`src/rtl/excPkg.sv`:
```
package excPkg;
  typedef struct packed {
    logic commit;   // exception enters memory stage this edge
    logic eret;     // effective exception return
    logic swWrite;  // live-bit write request
  } excStrobes_t;
endpackage

```
`src/rtl/excCtrl.sv`:
```
module excCtrl
  import excPkg::*;
(
  input  logic        clk,
  input  logic        rstN,
  input  logic        excReqX,
  input  logic        stallX,
  input  logic        stallM,
  input  logic        validX,
  input  logic        flushM,
  input  logic        eretM,
  input  logic        tlbEnWr,
  output logic        excM,
  output excStrobes_t strb
);
  logic pendReg;
  logic excMReg;
  logic newReq;
  logic excX;
  logic advance;

  assign excM    = excMReg & ~flushM;
  assign newReq  = excReqX & ~excM;
  assign excX    = pendReg | newReq;
  assign advance = excX & validX & ~stallX & ~stallM & ~flushM;

  always_comb begin
    strb         = '0;
    strb.commit  = advance;
    strb.eret    = eretM & ~stallM & ~flushM;
    strb.swWrite = tlbEnWr;
  end

  always_ff @(posedge clk) begin
    if (!rstN) begin
      pendReg <= 1'b0;
      excMReg <= 1'b0;
    end else begin
      pendReg <= advance ? 1'b0 : excX;
      if (flushM)       excMReg <= 1'b0;
      else if (advance) excMReg <= 1'b1;
      else if (!stallM) excMReg <= 1'b0;
    end
  end

  // a rise of the flag needs real progress of both stages
  a_r1_rise_needs_progress: assert property (@(posedge clk) disable iff (!rstN)
    $rose(excMReg) |-> $past(validX && !stallX && !stallM && !flushM));
  // pending request survives until it advances
  a_r2_pending_sticky: assert property (@(posedge clk) disable iff (!rstN)
    (pendReg && !(validX && !stallX && !stallM && !flushM)) |=> pendReg);
  // memory stall without flush freezes the flag
  a_r4_stall_holds: assert property (@(posedge clk) disable iff (!rstN)
    (stallM && !flushM) |=> excMReg == $past(excMReg));
  // a flush leaves nothing committed
  a_r8_flush_clears: assert property (@(posedge clk) disable iff (!rstN)
    flushM |=> !excMReg);
endmodule

```
`src/rtl/excData.sv`:
```
module excData
  import excPkg::*;
#(
  parameter int PC_W = 32
) (
  input  logic            clk,
  input  logic            rstN,
  input  excStrobes_t     strb,
  input  logic [PC_W-1:0] pcX,
  input  logic            tlbEnWrVal,
  output logic [PC_W-1:0] excAddr,
  output logic            tlbEnLive,
  output logic            tlbEnSaved
);
  always_ff @(posedge clk) begin
    if (!rstN) begin
      excAddr    <= '0;
      tlbEnLive  <= 1'b0;
      tlbEnSaved <= 1'b0;
    end else if (strb.commit) begin
      excAddr    <= pcX;
      tlbEnSaved <= tlbEnLive;
      tlbEnLive  <= 1'b0;
    end else if (strb.eret) begin
      tlbEnLive  <= tlbEnSaved;
    end else if (strb.swWrite) begin
      tlbEnLive  <= tlbEnWrVal;
    end
  end

  // commit saves then clears the live bit
  a_r5_save_clear: assert property (@(posedge clk) disable iff (!rstN)
    strb.commit |=> (!tlbEnLive && tlbEnSaved == $past(tlbEnLive)));
  // address changes only on commit
  a_r6_addr_only_commit: assert property (@(posedge clk) disable iff (!rstN)
    !strb.commit |=> $stable(excAddr));
  // return restores live bit
  a_r7_eret_restore: assert property (@(posedge clk) disable iff (!rstN)
    (strb.eret && !strb.commit) |=> tlbEnLive == $past(tlbEnSaved));
endmodule

```
`src/rtl/excCapture.sv`:
```
module excCapture
  import excPkg::*;
#(
  parameter int PC_W = 32
) (
  input  logic            clk,
  input  logic            rstN,
  input  logic            excReqX,
  input  logic            stallX,
  input  logic            stallM,
  input  logic            validX,
  input  logic            flushM,
  input  logic            eretM,
  input  logic            tlbEnWr,
  input  logic            tlbEnWrVal,
  input  logic [PC_W-1:0] pcX,
  output logic            excM,
  output logic            excAck,
  output logic [PC_W-1:0] excAddr,
  output logic            tlbEnLive,
  output logic            tlbEnSaved
);
  excStrobes_t strb;

  excCtrl uCtrl (
    .clk(clk), .rstN(rstN), .excReqX(excReqX), .stallX(stallX),
    .stallM(stallM), .validX(validX), .flushM(flushM), .eretM(eretM),
    .tlbEnWr(tlbEnWr), .excM(excM), .strb(strb)
  );

  excData #(.PC_W(PC_W)) uData (
    .clk(clk), .rstN(rstN), .strb(strb), .pcX(pcX),
    .tlbEnWrVal(tlbEnWrVal), .excAddr(excAddr),
    .tlbEnLive(tlbEnLive), .tlbEnSaved(tlbEnSaved)
  );

  assign excAck = excM;

  // feedback mirrors the memory-stage flag
  always_comb a_r3_ack_match: assert (excAck == excM);
endmodule

```
`config.mk`:
```
export PLATFORM = sky130hd
export DESIGN_NAME = excCapture
export DESIGN_NICKNAME = d
export VERILOG_FILES = /design/src/rtl/excPkg.sv /design/src/rtl/excCtrl.sv /design/src/rtl/excData.sv /design/src/rtl/excCapture.sv
export SDC_FILE = /design/constraint.sdc
export NUM_CORES = 1
export LEC_CHECK = 0
export BUFFER_PORTS_ARGS = -buffer_cell sky130_fd_sc_hd__buf_4
export CORE_ASPECT_RATIO = 1.75
export CORE_MARGIN = 4
export CORE_UTILIZATION = 43
export CTS_CLUSTER_SIZE = 20
export DETAILED_ROUTE_END_ITERATION = 10
export GPL_ROUTABILITY_DRIVEN = 0
export PLACE_DENSITY = 0.84
export SYNTH_ARGS = -nofsm -noshare
export SYNTH_HDL_FRONTEND = slang
export SYNTH_HIERARCHICAL = 1
export SYNTH_SLANG_ARGS = --single-unit
```
`constraint.sdc`:
```
create_clock -name clk -period 1.6 [get_ports clk]
set_input_delay 0.16 -clock clk [delete_from_list [all_inputs] [get_ports clk]]
set_output_delay 0.16 -clock clk [all_outputs]
set_load 0.01 [all_outputs]
```
==> impl_metrics.py, run 1 <==
metrics = {
    "sta": {
        "setup_slack_ps": 319,
        "tns_ps": 0,
        "drv_slew": 0,
        "timing.hold.ws_ps": 109,
        "rsz0062_at_grt": "false",
        "setup_viol": 0,
        "hold_viol": 0,
        "min_period_ps": 1280,
        "slew_headroom_pct": 78.6,
        "tightest_slew_ps": 321,
        "period_share_pct": 80.1,
        "max_freq_ghz": 0.780,
        "finalClockSkew_ps": 6.38,
    },
    "logic_synthesis": {
        "syn_inst": 130,
        "syn_area_sq_mm": 0.00141,
        "yosysUniqueCellTypes": 19,
        "syn_area_per_cell_sq_um": 10.8,
        "netlist.area_leader.share_pct": 51.1,
        "synth.area.top_cells": "dfxtp_1 51%, mux2i_1 24%, nor2_1 8.8%, buf_12 4.3%, buf_4 1.6%",
        "ys_seq_area_share_pct": 51.1,
        "ys_ff_latch": 36,
        "ys_warn_count": 6,
        "synth_top_area_cell": "dfxtp_1",
        "synthesis.nets": 172,
    },
    "min_path": {
        "hp-class": "in -> reg",
        "whs_endpoint": "uData/excAddr[2]",
        "hp-start": "pcX[2]",
        "whs_path_depth": 3,
    },
    "cells_and_area": {
        "drive_gt1_share_pct": 45.0,
        "num-nets-final": 250,
        "layout-area-overhead-vs-synth_pct": 52.2,
        "fin_cells": 252,
        "stdcell_area_sq_mm": 0.00215,
        "post-route-util_pct": 68.3,
        "fillers": 264,
        "num_antenna_cells": 0,
    },
    "setup_path": {
        "critPathLaunch": "uCtrl/excMReg",
        "cp_top_family": "flip-flops",
        "required_ps": 1770,
        "r2r_slack_ps": 320,
        "rr_endpoint": "uData/excAddr[5]",
        "critPathBufInv": 1,
        "reg2reg_depth": 6,
        "end_kind": "flip-flop",
        "worstSetupStartpointType": "flip-flop",
        "cp_cell_sequence": "nand2b_2 > a21oi_2 > nor2b_4 > buf_4 > mux2i_1 > nor2_1",
        "cp_slowest_cell": "dfxtp_1",
        "slowest_delay_ps": 370,
        "r2r_start": "uCtrl/excMReg",
        "crit_arrival_ps": 1450,
        "worst-path-max-fanout": 11,
        "crit_type": "reg -> reg",
    },
    "global_routing": {
        "grt_pass1_vias": 1217,
        "grt_pass1_wl_um": 5260,
        "antenna_found_initial": 0,
        "grt-ovfl-total": 0,
        "grt_max_degree": 24,
        "grtUsageTotal_pct": 16.0,
    },
    "power": {
        "p_leak_nw": 0.939,
        "power_mw": 2.20,
        "ir_drop_v": 0.000921,
        "power_density_mw_per_mm2": 1020,
    },
    "routing": {
        "dr.pass1.iters": 3,
        "totalWireLength_um": 3210,
        "drt.antenna.violating_nets": 0,
        "initialDrtViolationCount": 6,
        "avgRoutedWirePerCell_um": 12.8,
        "viasPerCell": 4.68,
        "drc": 0,
        "vias": 1180,
    },
    "floorplan": {
        "initial_core_util_pct": 44.9,
        "die_width_um": 51.3,
        "fp.dieH_um": 83.8,
        "rows": 27,
        "ios": 78,
        "core_area_sq_mm": 0.00314,
        "fp.dieArea_sq_mm": 0.00430,
    },
    "placement": {
        "portBuffers": 77,
        "place_hpwl_um": 2530,
        "placed_cell_area_sq_mm": 0.00199,
        "dp_cells": 244,
        "dp_slack_ps": 122,
    },
    "cts": {
        "clock-sinks": 36,
        "cts_buffer_depth": 2,
        "h-tree-depth": 2,
        "postCtsSetupBuffers": 0,
        "cts_resized": 0,
        "path_clk_slew_ps": 70,
        "cts-root-buf": "clkbuf_8",
        "worstSkewPairLatency_ps": 280,
        "cts_tree": "yes",
        "numCtsBuffers": 5,
        "postCtsHoldBufs": 0,
    },
    "status": {
        "status": "complete, no violations",
    },
    "flow_run": {
        "maxCapViolations": 0,
    },
}
cell usage after synthesis:
master / number
a21oi_2: 1
buf_4: 3
buf_6: 1
inv_1: 2
nand2b_1: 1
nand2b_2: 1
clkbuf_1: 3
clkinv_1: 1
buf_12: 3
nor2_1: 33
nor2b_1: 3
nor3b_1: 3
o21ai_0: 1
nand2_1: 1
a21oi_1: 1
dfxtp_1: 36
a2111oi_2: 1
nor4b_2: 1
mux2i_1: 34
flip-flops by register name, indices dropped and copies added (netlist names):
name and count:
uCtrl/excMReg 1, uCtrl/pendReg 1, uData/excAddr 32, uData/tlbEnSaved 1, uData/tlbEnLive 1
area by class of cell:
cell class              instances  area (sq um)  share of cell area (%)
well taps                      43          53.8                    2.51
repair buffers                 81           621                    28.9
multi-input cells              81           581                    27.1
clock inverters                 3          90.1                    4.20
inverters                       3          11.3                   0.525
flip-flops and latches         36           721                    33.6
clock buffers                   5          68.8                    3.21
power breakdown:
part / internal [mW] / total, mW / switching (mW) / leakage (nW)
registers: 0.914 / 0.923 / 0.00975 / 0.291
clock network: 0.779 / 1.09 / 0.308 / 0.0784
logic: 0.116 / 0.187 / 0.0711 / 0.569
total: 1.81 / 2.20 / 0.388 / 0.939
placed cells by master (no fill, tap or decap), types with 2 or more instances in the layout:
master	Yosys	routed
buf_4	3	80
dfxtp_1	36	36
mux2i_1	34	34
nor2_1	33	33
clkbuf_8	0	5
bufinv_16	0	3
nor3b_1	3	3
inv_1	2	2
nor2b_1	3	2
kinds of logic after synthesis:
logic type	synth area share, %
AO/OA/AOI/OAI	2.39
buffers and inverters	8.25
flip-flops	51.1
multiplexers	24.1
AND/OR/NAND/NOR	14.1
metal layers:
metal  vias to the layer above  track usage, %  routed length, um
li1                        580               -                  -
met1                       538            16.1               1160
met2                        58            28.1               1660
met3                         4            7.16                350
met4                         0            5.73                 36
met5                         -               0                  0
worst max-delay path by stage:
stage / cells after the start / slack (ps) / to
6_report: 6 / 320 / uData/excAddr[5]
5_1_grt: 6 / 230 / uData/excAddr[5]
4_1_cts: 6 / 300 / uData/excAddr[5]
3_5_place_dp: 6 / 120 / uData/excAddr[1]
2_1_floorplan: 7 / 300 / uData/excAddr[0]
3_3_place_gp: 6 / 180 / uData/tlbEnSaved
worst min-delay path, delay by kind of cell:
family                 cells  cell delay (ps)
multiplexers               1               50
AND/OR/NAND/NOR            1               70
buffers and inverters      1               80
(Power assumes the default switching activity.)
==> run 2, diff against run 1 <==
--- a/config.mk
+++ b/config.mk
@@ -8,11 +8,11 @@
 export BUFFER_PORTS_ARGS = -buffer_cell sky130_fd_sc_hd__buf_4
 export CORE_ASPECT_RATIO = 1.75
 export CORE_MARGIN = 4
-export CORE_UTILIZATION = 43
+export CORE_UTILIZATION = 39
 export CTS_CLUSTER_SIZE = 20
 export DETAILED_ROUTE_END_ITERATION = 10
 export GPL_ROUTABILITY_DRIVEN = 0
-export PLACE_DENSITY = 0.84
+export PLACE_DENSITY = 0.81
 export SYNTH_ARGS = -nofsm -noshare
 export SYNTH_HDL_FRONTEND = slang
 export SYNTH_HIERARCHICAL = 1
==> constraint.sdc (replaced) <==
create_clock -name clk -period 1.1 [get_ports clk]
set_input_delay 0.11 -clock clk [delete_from_list [all_inputs] [get_ports clk]]
set_output_delay 0.11 -clock clk [all_outputs]
set_load 0.01 [all_outputs]
==> run 2 against run 1 <==
  * The run now ends with negative setup slack left
  * Count of clock-buffer cells in the layout unchanged
  * Non-clock buffer count increased by 11
  * Hold slack got worse by 54 ps
  * Clock power increased by 4%
  * Routed wire length increased by 13%
  * First-iteration DRC count decreased by 17%
  * Die area increased by 8.9%
  * Maximum frequency decreased by 0.80%
  * Design area increased by 6.9%
  * Critical path depth increased by 1
  * Worst setup slack got worse by 510 ps
  * Flip-flop and latch count unchanged
  * Critical path type unchanged
  * Highest routed layer unchanged
==> impl_metrics.py, run 2 (synthesis gave the netlist of run 1 again) <==
metrics = {
    "sta": {
        "drv_slew": 0,
        "setup_viol": 36,
        "slew_headroom_pct": 78.5,
        "max_freq_ghz": 0.774,
        "tns_ps": -5410,
        "rsz0062_at_grt": "true",
        "hold_viol": 0,
        "period_share_pct": 117,
        "tightest_slew_ps": 322,
        "min_period_ps": 1290,
        "finalClockSkew_ps": 2.69,
        "setup_slack_ps": -192,
    },
    "cts": {
        "clock-sinks": 36,
        "numCtsBuffers": 5,
        "cts_buffer_depth": 2,
        "cts-root-buf": "clkbuf_8",
        "cts_tree": "yes",
        "h-tree-depth": 2,
        "path_clk_slew_ps": 70,
        "worstSkewPairLatency_ps": 280,
        "postCtsHoldBufs": 0,
    },
    "power": {
        "ir_drop_v": 0.000857,
        "p_leak_nw": 0.989,
        "power_density_mw_per_mm2": 1220,
    },
    "setup_path": {
        "critPathBufInv": 2,
        "end_kind": "flip-flop",
        "cp_cell_sequence": "nand2b_4 > a21oi_4 > nor2b_4 > buf_12 > buf_12 > mux2i_4 > nor2_1",
        "crit_arrival_ps": 1470,
        "required_ps": 1280,
        "worstSetupStartpointType": "flip-flop",
        "worst-path-max-fanout": 8,
        "crit_type": "reg -> reg",
        "cp_slowest_cell": "dfxtp_2",
        "reg2reg_depth": 7,
        "cp_top_family": "flip-flops",
        "worst-path-stages": 7,
        "path_common_cell": "buf_12",
        "slowest_delay_ps": 340,
    },
    "cells_and_area": {
        "layout-area-overhead-vs-synth_pct": 62.6,
        "fillers": 278,
        "largest-register": "uData/excAddr",
        "num_antenna_cells": 0,
        "post-route-util_pct": 66.8,
        "seq_area_sq_um": 722,
        "mostFrequentLayoutCells": "84 x buf_4, 35 x dfxtp_1, 33 x nor2_1, 31 x mux2i_1, 5 x clkbuf_8",
        "drive_gt1_share_pct": 50.0,
        "num-nets-final": 261,
        "multi_input_area_sq_um": 626,
        "largest_reg_flops": 32,
        "stdcell_area_sq_mm": 0.00229,
        "final_common_cell": "buf_4",
    },
    "routing": {
        "vias": 1212,
        "drc": 0,
        "initialDrtViolationCount": 5,
        "viasPerCell": 4.57,
        "drt.antenna.violating_nets": 0,
        "totalWireLength_um": 3620,
        "avgRoutedWirePerCell_um": 13.7,
        "dr.pass1.iters": 4,
    },
    "status": {
        "status": "finished with violations",
        "violations": "negative setup slack",
    },
    "global_routing": {
        "grtUsageTotal_pct": 15.9,
        "antenna_found_initial": 0,
        "grt_max_degree": 19,
        "grt_pass1_vias": 1160,
        "grt-ovfl-total": 0,
        "grt_pass1_wl_um": 5280,
    },
    "placement": {
        "place_hpwl_um": 2590,
        "portBuffers": 77,
        "dp_slack_ps": -324,
        "placed_cell_area_sq_mm": 0.00205,
    },
    "floorplan": {
        "fp.dieH_um": 87.5,
        "ios": 78,
        "core_area_sq_mm": 0.00343,
        "fp.dieArea_sq_mm": 0.00468,
        "rows": 28,
        "initial_core_util_pct": 41.1,
        "die_width_um": 53.5,
    },
    "min_path": {
        "whs_path_depth": 3,
        "hp-class": "in -> reg",
    },
    "flow_run": {
        "maxCapViolations": 0,
    },
}
-- run 2: changes by cell type in the layout (fill, tap and decap cells not counted), sizes merged --
| cell | before | now |
|---|---|---|
| buf | 81 | 91 |
| bufinv | 3 | 1 |
| clkbuf | 5 | 6 |
| clkinv | 1 | 2 |
| clkinvlp | 0 | 1 |
-- run 2: path summary, 6_finish.rpt --
check | startpoint | slack [ps] | endpoint
setup / recovery | uCtrl/excMReg | -190 | uData/excAddr[8]
hold / removal | pcX[24] | 50 | uData/excAddr[24]
setup reg to reg | uCtrl/excMReg | -190 | uData/excAddr[8]
hold reg to reg | uData/excAddr[12] | 500 | uData/excAddr[12]
-- run 2: worst min-delay path, delay by kind of cell --
family | cells | cell delay (ps)
buffers and inverters | 1 | 70
AND/OR/NAND/NOR | 1 | 70
multiplexers | 1 | 50
-- run 2: report_power, final --
group	switching (mW)	total [mW]	internal, mW	leakage, nW
combinational	0.119	0.320	0.201	0.643
clock	0.461	1.13	0.670	0.0541
sequential	0.0160	1.35	1.33	0.292
-- run 2: routing by layer --
layer / vias up / share of wire (%) / track usage, %
met5: - / 0 / 0
met4: 0 / 2.1 / 6.28
met3: 7 / 7.9 / 4.77
met2: 53 / 58 / 31.3
met1: 547 / 32 / 13.9
li1: 605 / - / -
-- run 2: metrics by stage --
stage	power (mW)	instances	hold WS (ps)
final	2.80	265	54.8
after CTS	2.81	263	47.0
after global routing	2.91	265	48.5
after global placement	1.65	252	343
after detailed placement	1.66	252	353
after floorplan	1.48	130	232
-- run 2: timing repair --
| item | 4_1_cts | 5_1_grt |
|---|---|---|
| setup buffers | 2 | 3 |
| gates resized for setup | 7 | 8 |
| gates cloned | 1 | 1 |
| endpoints found under the setup margin | 36 | 36 |
| pin swaps | 0 | 7 |
-- run 2: final cells by class --
| cell class | instances | share of cell area [%] |
|---|---|---|
| clock buffers | 5 | 3.00 |
| multi-input cells | 81 | 27.3 |
| repair buffers | 92 | 33.3 |
| inverters | 3 | 0.600 |
| well taps | 45 | 2.45 |
| flip-flops and latches | 36 | 31.5 |
| clock inverters | 3 | 1.85 |
==> run 3, diff against run 2 <==
--- a/config.mk
+++ b/config.mk
@@ -12,6 +12,7 @@
 export CTS_CLUSTER_SIZE = 20
 export DETAILED_ROUTE_END_ITERATION = 10
 export GPL_ROUTABILITY_DRIVEN = 0
+export MAX_ROUTING_LAYER = met4
 export PLACE_DENSITY = 0.81
 export SYNTH_ARGS = -nofsm -noshare
 export SYNTH_HDL_FRONTEND = slang
==> run 3 against run 2 <==
  * The flow still finishes with violations (negative setup slack)
  * Die area unchanged
  * Flip-flop and latch count unchanged
  * Design area unchanged
  * Register-to-register slack about the same
  * Global-route usage increased by 0.47 points
  * Non-clock buffer count unchanged
  * Cell count unchanged
  * Total power about the same
  * Maximum frequency about the same
  * Via count increased by 0.33%
==> impl_metrics.py, run 3 (synthesis gave the netlist of run 1 again) <==
metrics = {
    "status": {
        "status": "finished with violations",
        "violations": "negative setup slack",
    },
    "cts": {
        "h-tree-depth": 2,
        "path_clk_slew_ps": 70,
        "clock-sinks": 36,
        "cts_tree": "yes",
        "cts_buffer_depth": 2,
        "worstSkewPairLatency_ps": 280,
        "cts-root-buf": "clkbuf_8",
        "numCtsBuffers": 5,
    },
    "setup_path": {
        "path_common_cell": "buf_12",
        "cp_cell_sequence": "nand2b_4 > a21oi_4 > nor2b_4 > buf_12 > buf_12 > mux2i_4 > nor2_1",
        "crit_arrival_ps": 1470,
        "worst-path-max-fanout": 8,
        "worstSetupStartpointType": "flip-flop",
        "cp_slowest_cell": "dfxtp_2",
        "critPathBufInv": 2,
        "end_kind": "flip-flop",
        "r2r_slack_ps": -190,
        "required_ps": 1280,
        "crit_type": "reg -> reg",
        "cp_top_family": "flip-flops",
        "slowest_delay_ps": 340,
    },
    "floorplan": {
        "fp.dieArea_sq_mm": 0.00468,
        "initial_core_util_pct": 41.1,
        "rows": 28,
        "fp.dieH_um": 87.5,
        "core_area_sq_mm": 0.00343,
        "ios": 78,
        "die_width_um": 53.5,
    },
    "routing": {
        "drt.antenna.violating_nets": 0,
        "drc": 0,
        "viasPerCell": 4.59,
        "totalWireLength_um": 3630,
        "vias": 1216,
        "dr.pass1.iters": 4,
        "avgRoutedWirePerCell_um": 13.7,
        "initialDrtViolationCount": 5,
    },
    "sta": {
        "finalClockSkew_ps": 2.69,
        "period_share_pct": 117,
        "min_period_ps": 1290,
        "slew_headroom_pct": 78.5,
        "tightest_slew_ps": 322,
        "max_freq_ghz": 0.774,
        "tns_ps": -5410,
        "hold_viol": 0,
        "rsz0062_at_grt": "true",
        "setup_slack_ps": -192,
        "drv_slew": 0,
        "setup_viol": 36,
    },
    "cells_and_area": {
        "multi_input_area_sq_um": 626,
        "final_common_cell": "buf_4",
        "mostFrequentLayoutCells": "84 x buf_4, 35 x dfxtp_1, 33 x nor2_1, 31 x mux2i_1, 5 x clkbuf_8",
        "largest_reg_flops": 32,
        "largest-register": "uData/excAddr",
        "fillers": 278,
        "num_antenna_cells": 0,
        "num-nets-final": 261,
        "seq_area_sq_um": 722,
        "layout-area-overhead-vs-synth_pct": 62.6,
        "drive_gt1_share_pct": 50.0,
        "stdcell_area_sq_mm": 0.00229,
    },
    "min_path": {
        "hp-class": "in -> reg",
    },
    "placement": {
        "dp_slack_ps": -324,
        "portBuffers": 77,
        "placed_cell_area_sq_mm": 0.00205,
        "place_hpwl_um": 2590,
    },
    "global_routing": {
        "met1_usage_pct": 14.0,
        "grt_max_degree": 19,
        "grt_util_met2_pct": 31.3,
        "grt_pass1_wl_um": 5280,
        "antenna_found_initial": 0,
        "grt_pass1_vias": 1160,
        "grt-ovfl-total": 0,
        "top_usage_layer": "met2",
        "grtUsageTotal_pct": 16.3,
        "use_met3_pct": 4.60,
    },
    "power": {
        "ir_drop_v": 0.000857,
        "power_density_mw_per_mm2": 1220,
        "p_leak_nw": 0.989,
    },
    "flow_run": {
        "maxCapViolations": 0,
    },
}
-- run 3: cell counts in the layout (fill, tap and decap cells not counted) --
No cell type changed its count.
-- run 3: worst min-delay path: stages --
cell     delay, ps
buf_4           70
mux2i_1         50
nor2_1          70
-- run 3: power by group --
part / internal (mW) / switching, mW
clock: 0.670 / 0.461
sequential: 1.33 / 0.0160
combinational: 0.201 / 0.119
total: 2.20 / 0.596
-- run 3: per-layer routing --
| metal | vias to the layer above | routed length [um] |
|---|---|---|
| met3 | 11 | 283 |
| met2 | 53 | 2120 |
| met4 | 0 | 75 |
| li1 | 605 | - |
| met1 | 547 | 1150 |
| met5 | - | 0 |
-- run 3: path summary, 6_finish.rpt --
| path | startpoint | end | depth (start not counted) |
|---|---|---|---|
| max | uCtrl/excMReg | uData/excAddr[8] | 7 |
| min | pcX[24] | uData/excAddr[24] | 3 |
| max reg2reg | uCtrl/excMReg | uData/excAddr[8] | 7 |
| min reg2reg | uData/excAddr[12] | uData/excAddr[12] | 2 |
-- run 3: cell type report --
| class | instances | area share (%) |
|---|---|---|
| clock buffers | 5 | 3.00 |
| clock inverters | 3 | 1.85 |
| repair buffers | 92 | 33.3 |
| inverters | 3 | 0.600 |
| flip-flops and latches | 36 | 31.5 |
| well taps | 45 | 2.45 |
| multi-input cells | 81 | 27.3 |
-- run 3: repair_timing --
| item | 4_1_cts | 5_1_grt |
|---|---|---|
| setup buffers | 2 | 3 |
| endpoints found under the setup margin | 36 | 36 |
| cloned | 1 | 1 |
| pin swaps | 0 | 7 |
| gates resized for setup | 7 | 8 |
| hold buffers | 0 | 0 |
-- run 3: through the flow --
step	total power, mW	hold WS [ps]	std cells	utilization [%]
3_5_place_dp	1.66	353	252	59.7
5_1_grt	2.91	48.5	265	66.8
3_3_place_gp	1.65	343	252	59.7
6_report	2.79	54.8	265	66.8
2_1_floorplan	1.48	232	130	-
4_1_cts	2.81	47.0	263	65.2
